[config.mk]
export PLATFORM = sky130hd
export DESIGN_NAME = sercmd_rx_top
export DESIGN_NICKNAME = d
export VERILOG_FILES = /design/src/rtl/sercmd_pkg.sv /design/src/rtl/sync_edge.sv /design/src/rtl/cmd_shifter.sv /design/src/rtl/dout_ctrl.sv /design/src/rtl/sercmd_rx_top.sv
export SDC_FILE = /design/constraint.sdc
export NUM_CORES = 1
export LEC_CHECK = 0
export ABC_CLOCK_PERIOD_IN_PS = 2700
export BUFFER_PORTS_ARGS = -buffer_cell sky130_fd_sc_hd__buf_2
export CELL_PAD_IN_SITES_DETAIL_PLACEMENT = 1
export CELL_PAD_IN_SITES_GLOBAL_PLACEMENT = 1
export CORE_MARGIN = 10
export CORE_UTILIZATION = 43
export DETAILED_ROUTE_END_ITERATION = 8
export PLACE_DENSITY = 0.87
export SETUP_SLACK_MARGIN = 0.5
export SLEW_MARGIN = 15
export SYNTH_ARGS = -nofsm -noshare
export SYNTH_HDL_FRONTEND = slang
export SYNTH_SLANG_ARGS = --single-unit
[constraint.sdc]
create_clock -name clk -period 2.7 [get_ports clk]
set_input_delay 0.27 -clock clk [delete_from_list [all_inputs] [get_ports clk]]
set_output_delay 0.27 -clock clk [all_outputs]
set_load 0.01 [all_outputs]
[src/rtl/sercmd_pkg.sv]
package sercmd_pkg;
  localparam int CTRL_W = 2;
  localparam int BANK_W = 2;
  localparam int CHAN_W = 4;
  localparam int DATA_W = 8;

  typedef enum logic [1:0] {FM_IDLE, FM_ENTRY, FM_STATUS} fmode_e;
endpackage

[src/rtl/sync_edge.sv]
module sync_edge #(
  parameter int   STAGES = 2,
  parameter logic INIT   = 1'b0
) (
  input  logic clk,
  input  logic rst,
  input  logic din,
  output logic lvl,
  output logic rise,
  output logic fall
);
  logic [STAGES-1:0] pipe;
  logic              last;

  always_ff @(posedge clk) begin
    if (rst) begin
      pipe <= {STAGES{INIT}};
      last <= INIT;
    end else begin
      pipe <= {pipe[STAGES-2:0], din};
      last <= pipe[STAGES-1];
    end
  end

  assign lvl  = pipe[STAGES-1];
  assign rise = lvl & ~last;
  assign fall = ~lvl & last;
endmodule

[src/rtl/cmd_shifter.sv]
module cmd_shifter #(
  parameter int WMAX  = 16,
  parameter int CNT_W = 5
) (
  input  logic             clk,
  input  logic             rst,
  input  logic             clr,
  input  logic             shift_en,
  input  logic             lsb_first,
  input  logic             bit_in,
  output logic [WMAX-1:0]  word_o,
  output logic [CNT_W-1:0] cnt_o
);
  localparam logic [CNT_W-1:0] CNT_MAX = {CNT_W{1'b1}};

  always_ff @(posedge clk) begin
    if (rst || clr) begin
      word_o <= '0;
      cnt_o  <= '0;
    end else if (shift_en) begin
      if (lsb_first) word_o <= {bit_in, word_o[WMAX-1:1]};
      else           word_o <= {word_o[WMAX-2:0], bit_in};
      if (cnt_o != CNT_MAX) cnt_o <= cnt_o + 1'b1;
    end
  end

  // the bit count advances by one per accepted edge so a short/long frame is seen
  p_cnt_step_r4: assert property (@(posedge clk) disable iff (rst)
    (shift_en && !clr && cnt_o != CNT_MAX) |=> (cnt_o == $past(cnt_o) + 1'b1));
endmodule

[src/rtl/dout_ctrl.sv]
module dout_ctrl #(
  parameter int DW = 8
) (
  input  logic          clk,
  input  logic          rst,
  input  logic          framed,
  input  logic          cs_lvl,
  input  logic          status,
  input  logic          shift_en,
  input  logic          busy,
  input  logic          rd_valid,
  input  logic [DW-1:0] rd_data,
  output logic          sdo_o,
  output logic          sdo_oe_o
);
  logic [DW-1:0] out_q;
  logic          sdo_d;

  always_ff @(posedge clk) begin
    if (rst)           out_q <= '0;
    else if (rd_valid) out_q <= rd_data;
    else if (shift_en) out_q <= framed ? (out_q >> 1) : (out_q << 1);
  end

  always_comb begin
    if (framed) begin
      if (cs_lvl)      sdo_d = 1'b0;
      else if (status) sdo_d = ~busy;
      else             sdo_d = out_q[0];
    end else begin
      sdo_d = busy ? 1'b0 : out_q[DW-1];
    end
  end

  always_ff @(posedge clk) begin
    if (rst) begin
      sdo_o    <= 1'b0;
      sdo_oe_o <= 1'b0;
    end else begin
      sdo_o    <= sdo_d;
      sdo_oe_o <= framed ? ~cs_lvl : 1'b1;
    end
  end

  p_oe_off_r7: assert property (@(posedge clk) disable iff (rst)
    (framed && cs_lvl) |=> !sdo_oe_o);
  p_status_lvl_r5: assert property (@(posedge clk) disable iff (rst)
    (framed && !cs_lvl && status) |=> (sdo_o == !$past(busy)));
  p_load_oe_r9: assert property (@(posedge clk) disable iff (rst)
    (!framed) |=> sdo_oe_o);
  p_load_busy_r9: assert property (@(posedge clk) disable iff (rst)
    (!framed && busy) |=> !sdo_o);
endmodule

[src/rtl/sercmd_rx_top.sv]
module sercmd_rx_top
  import sercmd_pkg::*;
#(
  parameter int SYNC_STAGES = 2
) (
  input  logic              clk,
  input  logic              rst,
  input  logic              fmt_sel_i,
  input  logic              sck_i,
  input  logic              sdi_i,
  input  logic              csld_i,
  input  logic [BANK_W-1:0] bank_pin_i,
  input  logic              busy_i,
  input  logic              rd_valid_i,
  input  logic [DATA_W-1:0] rd_data_i,
  output logic              cmd_valid_o,
  output logic [CTRL_W-1:0] cmd_ctrl_o,
  output logic [BANK_W-1:0] cmd_bank_o,
  output logic [CHAN_W-1:0] cmd_chan_o,
  output logic [DATA_W-1:0] cmd_data_o,
  output logic              sdo_o,
  output logic              sdo_oe_o
);
  localparam int FRAME_BITS = CTRL_W + BANK_W + CHAN_W + DATA_W;
  localparam int CNT_W      = $clog2(FRAME_BITS + 2);
  localparam logic [CNT_W-1:0] FULL_CNT = CNT_W'(FRAME_BITS);
  localparam int CHAN_LO    = DATA_W;
  localparam int BANK_LO    = DATA_W + CHAN_W;
  localparam int CTRL_LO_F  = BANK_LO + BANK_W;
  localparam int CTRL_LO_L  = DATA_W + CHAN_W;

  logic fmt_q;
  logic sck_lvl, sck_rise, sck_fall;
  logic cs_lvl, cs_rise, cs_fall;
  logic [SYNC_STAGES-1:0] di_pipe;
  logic di_s;
  fmode_e mode;
  logic [FRAME_BITS-1:0] word;
  logic [CNT_W-1:0] cnt;
  logic in_shift, out_shift, frame_clr;

  always_ff @(posedge clk) begin
    if (rst) fmt_q <= 1'b1;
    else     fmt_q <= fmt_sel_i;
  end

  sync_edge #(.STAGES(SYNC_STAGES), .INIT(1'b0)) u_sck (
    .clk(clk), .rst(rst), .din(sck_i),
    .lvl(sck_lvl), .rise(sck_rise), .fall(sck_fall));

  sync_edge #(.STAGES(SYNC_STAGES), .INIT(1'b1)) u_cs (
    .clk(clk), .rst(rst), .din(csld_i),
    .lvl(cs_lvl), .rise(cs_rise), .fall(cs_fall));

  always_ff @(posedge clk) begin
    if (rst) di_pipe <= '0;
    else     di_pipe <= {di_pipe[SYNC_STAGES-2:0], sdi_i};
  end
  assign di_s = di_pipe[SYNC_STAGES-1];

  // Framed-mode transaction state
  always_ff @(posedge clk) begin
    if (rst || !fmt_q)  mode <= FM_IDLE;
    else if (cs_fall)   mode <= sck_lvl ? FM_ENTRY : FM_STATUS;
    else if (cs_rise)   mode <= FM_IDLE;
  end

  assign frame_clr = fmt_q & cs_fall;
  assign in_shift  = sck_rise & (fmt_q ? (mode == FM_ENTRY) : 1'b1);
  assign out_shift = sck_fall & (fmt_q ? (mode == FM_ENTRY) : 1'b1);

  cmd_shifter #(.WMAX(FRAME_BITS), .CNT_W(CNT_W)) u_shift (
    .clk(clk), .rst(rst), .clr(frame_clr), .shift_en(in_shift),
    .lsb_first(fmt_q), .bit_in(di_s), .word_o(word), .cnt_o(cnt));

  // Command commit
  always_ff @(posedge clk) begin
    if (rst) begin
      cmd_valid_o <= 1'b0;
      cmd_ctrl_o  <= '0;
      cmd_bank_o  <= '0;
      cmd_chan_o  <= '0;
      cmd_data_o  <= '0;
    end else begin
      cmd_valid_o <= 1'b0;
      if (fmt_q) begin
        if (cs_rise && mode == FM_ENTRY && cnt == FULL_CNT) begin
          cmd_valid_o <= 1'b1;
          cmd_ctrl_o  <= word[CTRL_LO_F +: CTRL_W];
          cmd_bank_o  <= word[BANK_LO +: BANK_W];
          cmd_chan_o  <= word[CHAN_LO +: CHAN_W];
          cmd_data_o  <= word[0 +: DATA_W];
        end
      end else if (cs_rise) begin
        cmd_valid_o <= 1'b1;
        cmd_ctrl_o  <= word[CTRL_LO_L +: CTRL_W];
        cmd_bank_o  <= bank_pin_i;
        cmd_chan_o  <= word[CHAN_LO +: CHAN_W];
        cmd_data_o  <= word[0 +: DATA_W];
      end
    end
  end

  dout_ctrl #(.DW(DATA_W)) u_dout (
    .clk(clk), .rst(rst), .framed(fmt_q), .cs_lvl(cs_lvl),
    .status(mode == FM_STATUS), .shift_en(out_shift), .busy(busy_i),
    .rd_valid(rd_valid_i), .rd_data(rd_data_i),
    .sdo_o(sdo_o), .sdo_oe_o(sdo_oe_o));

  p_valid_pulse_r10: assert property (@(posedge clk) disable iff (rst)
    cmd_valid_o |=> !cmd_valid_o);
  p_discard_r4: assert property (@(posedge clk) disable iff (rst)
    (fmt_q && cs_rise && cnt != FULL_CNT) |=> !cmd_valid_o);
  p_status_hold_r5: assert property (@(posedge clk) disable iff (rst)
    (mode == FM_STATUS) |=> $stable(word));
  p_status_exit_r6: assert property (@(posedge clk) disable iff (rst)
    cs_rise |=> (mode == FM_IDLE));
  p_entry_open_r3: assert property (@(posedge clk) disable iff (rst)
    (fmt_q && fmt_sel_i && cs_fall && sck_lvl) |=> (mode == FM_ENTRY));
endmodule

==> qor_table.md <==
| Stage | Result | Value |
|:---|:---|:---|
| status | Outcome | finished clean |
| yosys | Syn Nets | 281 |
| yosys | Dominant cell type by area after synthesis | dfxtp_1 |
| clock tree | Post-CTS clock slew at the launch and capture registers of the worst setup and hold paths | 60 ps |
| critical path | Delay contributed by the slowest stage of the critical path | 410 ps |
| critical path | Nature of the critical path startpoint | register |
| global route | Global route total overflow | 0 |
| finish | Final layout net count | 315 |
| finish | Post-route core utilization | 52.52% |
| die | Number of top-level pins | 37 |
| routing | Number of remaining DRC errors | 0 |
| finish | Number of antenna repair diodes | 0 |
| clock tree | Clock tree from TritonCTS | built |
| routing | Starting DRT DRC Count | 85 |
| pwr | Worst-case vdd ir drop | 0.3031 mV |
| finish | Number of standard cells in the final layout excluding fillers | 367 |
| die | Die area | 9370 sq um |
| critical path | CP bufs+invs | 0 |
| critical path | Critical path capture point type | register |
| yosys | Area share of the leading cell type in the synthesized netlist | 46.57% |
| critical path | Crit-path leading delay family | simple AND/OR/NAND/NOR gates |
| placed design | Number of cells in the design after placement | 351 |
| die | Floorplan core area | 5608 sq um |
| clock tree | H-tree levels | 3 |
| flow run | Number of max-cap violations | 0 |
| yosys | Async set-or-reset flop fraction in the synthesized netlist | 0% |
| global route | Pin count of the biggest net entering global routing | 38 |
| placed design | Placer's final routability congestion estimate | 0.7165 |
| clock tree | Cell chosen for the clock root | clkbuf_8 |
| yosys | Cells taking the most area after synthesis | dfxtp_1, mux2i_1, nor2_1 |
| yosys | Yosys reg bits | 59 |
| sta | Final worst path period need | 2091 ps |
| placed design | Post-placement setup slack | 462.7 ps |
| pwr | Leak Pwr | 0.001233 uW |
| finish | Filler cell count | 672 |
| sta | Worst setup slack after layout | 609.4 ps |
| min path | Class of the tightest hold or removal check | in -> reg |
| clock tree | Sink count of the clock tree | 59 |
| critical path | Top fanout value on the critical path | 5 |
| placed design | HPWL reported at the end of detailed placement | 4060 um |
| die | Starting Density | 45.23% |
| yosys | Number of enable-type register cells in the synthesized netlist | 0 |
| critical path | Data required time at the worst endpoint | 2890 ps |
| critical path | Kind of critical path | reg -> reg |
| routing | Post-detailed-route wirelength per cell | 17.21 um |
| yosys | Sequential fraction of the synthesis area | 46.57% |
| sta | Setup violations, final | 0 |
| critical path | Master of the slowest instance on the critical path | or3b_1 |
| sta | Count of pins over their slew limit | 0 |
| critical path | CP most frequent cell | ha_1 |
| yosys | Yosys cell types | 33 |
| die | Chip Height | 96.80 um |
| sta | Transition time of the tightest slew-check pin | 933.3 ps |
| finish | Area Overhead vs Synth | 16.13% |
| yosys | Cell area after synthesis | 2536 sq um |
| sta | Worst hold slack after final layout | 119.2 ps |
| sta | Final critical-path share of the clock period | 77.43% |
| yosys | Number of warnings reported in the yosys synthesis log | 0 |
| yosys | Cell with the most instances after synthesis | dfxtp_1 |
| clock tree | Maximum count of clock buffers along a single path | 2 |
| global route | Number of global-route vias before repair | 2053 |
| routing | Antenna viol nets, final | 0 |
| clock tree | Inserted Clock Buffers | 9 |
| yosys | Average footprint of a synthesized cell | 9.830 sq um |
| pwr | Power per cell area | 607.9 nW/um^2 |
| sta | Headroom to the max-slew limit | 37.78% |
| finish | Fraction of layout cells with a size suffix above 1 | 23.73% |
| sta | Setup Skew | 4.809 ps |
| routing | Mean number of vias per cell | 5.403 |
| yosys | Predominant post-synthesis flop cell | dfxtp_1 |
| sta | Post-Route Setup TNS | 0 ps |
| routing | DR pass1 iterations | 4 |
| sta | Unrepaired setup endpoints after global routing | false |
| global route | First-pass GRT wire length | 10360 um |
| critical path | Critical Path, Cell by Cell | ha_1 > and3_2 > ha_1 > or3b_1 > a21oi_4 > mux2i_1 > nor2_1 |
| sta | Final Hold Vio Count | 0 |
| die | Floorplan die width | 96.80 um |
| global route | Initial antenna violation count | 0 |
| routing | Routed wire length | 6315 um |
| sta | Highest achievable clock rate | 0.4783 GHz |
| yosys | List of most frequent post-synthesis cells | dfxtp_1, nor2_1, mux2i_1, a211oi_1, nand2_1 |
| clock tree | Cts hold-fix bufs | 0 |
| clock tree | Clock latency at the later pin of the worst-skew pair | 330 ps |
| yosys | Number of standard cells after synthesis | 258 |
| global route | Overall routing resource usage | 13.30% |
| critical path | Data arrival time of the critical path | 2280 ps |
| routing | Total via count in the routed design | 1983 |
| placed design | Count of buffers inserted at the top-level ports | 36 |
| die | Cell row count | 27 |
## metrics by stage
| step | total power [uW] | instance area [sq um] |
|---|---|---|
| after detailed placement | 1044 | 2735 |
| after global routing | 1864 | 2945 |
| final | 1790 | 2945 |
| after floorplan | 1008 | 2536 |
| after CTS | 1803 | 2933 |
| after global placement | 1037 | 2735 |
## cell usage in the layout, fill, tap and decap left out, drive strengths merged
cell type  netlist  layout
clkbuf           8      12
a22oi            1       1
nand2b           4       4
o32ai            1       2
dfxtp           59      59
inv              6       6
a21bo            1       1
nor2b            8       8
a21oi            9       9
o2111ai          1       1
xnor2            2       2
ha               5       5
or2              4       4
nand2            9       9
or3b             3       3
nand3b           1       1
bufinv           0       1
o21ai            6       6
and3             2       2
mux2i           44      44
clkinv           0       2
a211oi          23      23
nor3b            2       2
nand3            1       1
nor2            47      47
a21o             1       1
buf             10      39
## power by group
group          switching, uW  leakage, uW  internal (uW)
registers               21.8     0.000479            891
clock network            324    0.0000950            438
logic                   65.5     0.000659           50.9
## per-layer routing
metal	vias to the layer above	GRT usage, %	part of all wire (%)
met3	9	2.484	1.7
met1	987	17.00	48
met5	-	0	0
met2	26	20.40	48
li1	961	-	-
met4	0	7.441	1.7
## area by class of cell
type                            instances  area (sq um)  share of cell area [%]
Multi-Input combinational cell        176          1261                   42.82
Tap cell                               72         90.09                   3.059
Timing Repair Buffer                   40         207.7                   7.052
Clock buffer                           11         141.4                   4.800
Inverter                                6         22.52                  0.7647
Sequential cell                        59          1182                   40.14
Clock inverter                          3         40.04                   1.359
## path summary, 6_finish.rpt
| kind | from | endpoint | slack [ps] | cells after the start |
|---|---|---|---|---|
| setup / recovery | u_shift.cnt_o[0]$_SDFFE_PP0P_ | u_shift.cnt_o[1]$_SDFFE_PP0P_ | 610 | 7 |
| hold reg to reg | u_cs.pipe[0]$_SDFF_PP1_ | u_cs.pipe[1]$_SDFF_PP1_ | 420 | 1 |
| setup reg to reg | u_shift.cnt_o[0]$_SDFFE_PP0P_ | u_shift.cnt_o[1]$_SDFFE_PP0P_ | 610 | 7 |
| hold / removal | csld_i | u_cs.pipe[0]$_SDFF_PP1_ | 120 | 2 |
## repair_timing
item	4_1_cts	5_1_grt
setup endpoints to repair	16	2
setup buffers	0	0
pin swaps	1	0
cloned	1	0
resized for setup	0	1
## logic make-up (layout without fill, tap and decap cells)
kind of cell / count (synthesis) / count (layout) / synth area share (%)
simple gates: 81 / 81 / 15.00
flops: 59 / 59 / 46.57
mux: 44 / 44 / 17.37
compound gates: 43 / 44 / 13.27
buf+inv: 24 / 60 / 4.637
fa+ha+maj: 5 / 5 / 2.467
xor+xnor: 2 / 2 / 0.6908
## state kept, by name (all words and copies together), names as in the netlist
| name | flops |
|---|---|
| u_shift.word_o | 16 |
| u_sck.pipe | 2 |
| fmt_q | 1 |
| u_dout.out_q | 8 |
| di_pipe | 2 |
| cmd_data_o | 8 |
| mode | 2 |
| u_shift.cnt_o | 5 |
| u_cs.pipe | 2 |
| u_cs.last | 1 |
| cmd_bank_o | 2 |
| cmd_ctrl_o | 2 |
| u_dout.sdo_o | 1 |
| cmd_chan_o | 4 |
| u_dout.sdo_oe_o | 1 |
| cmd_valid_o | 1 |
| u_sck.last | 1 |
Note: power is estimated with default switching activity, not from simulation.
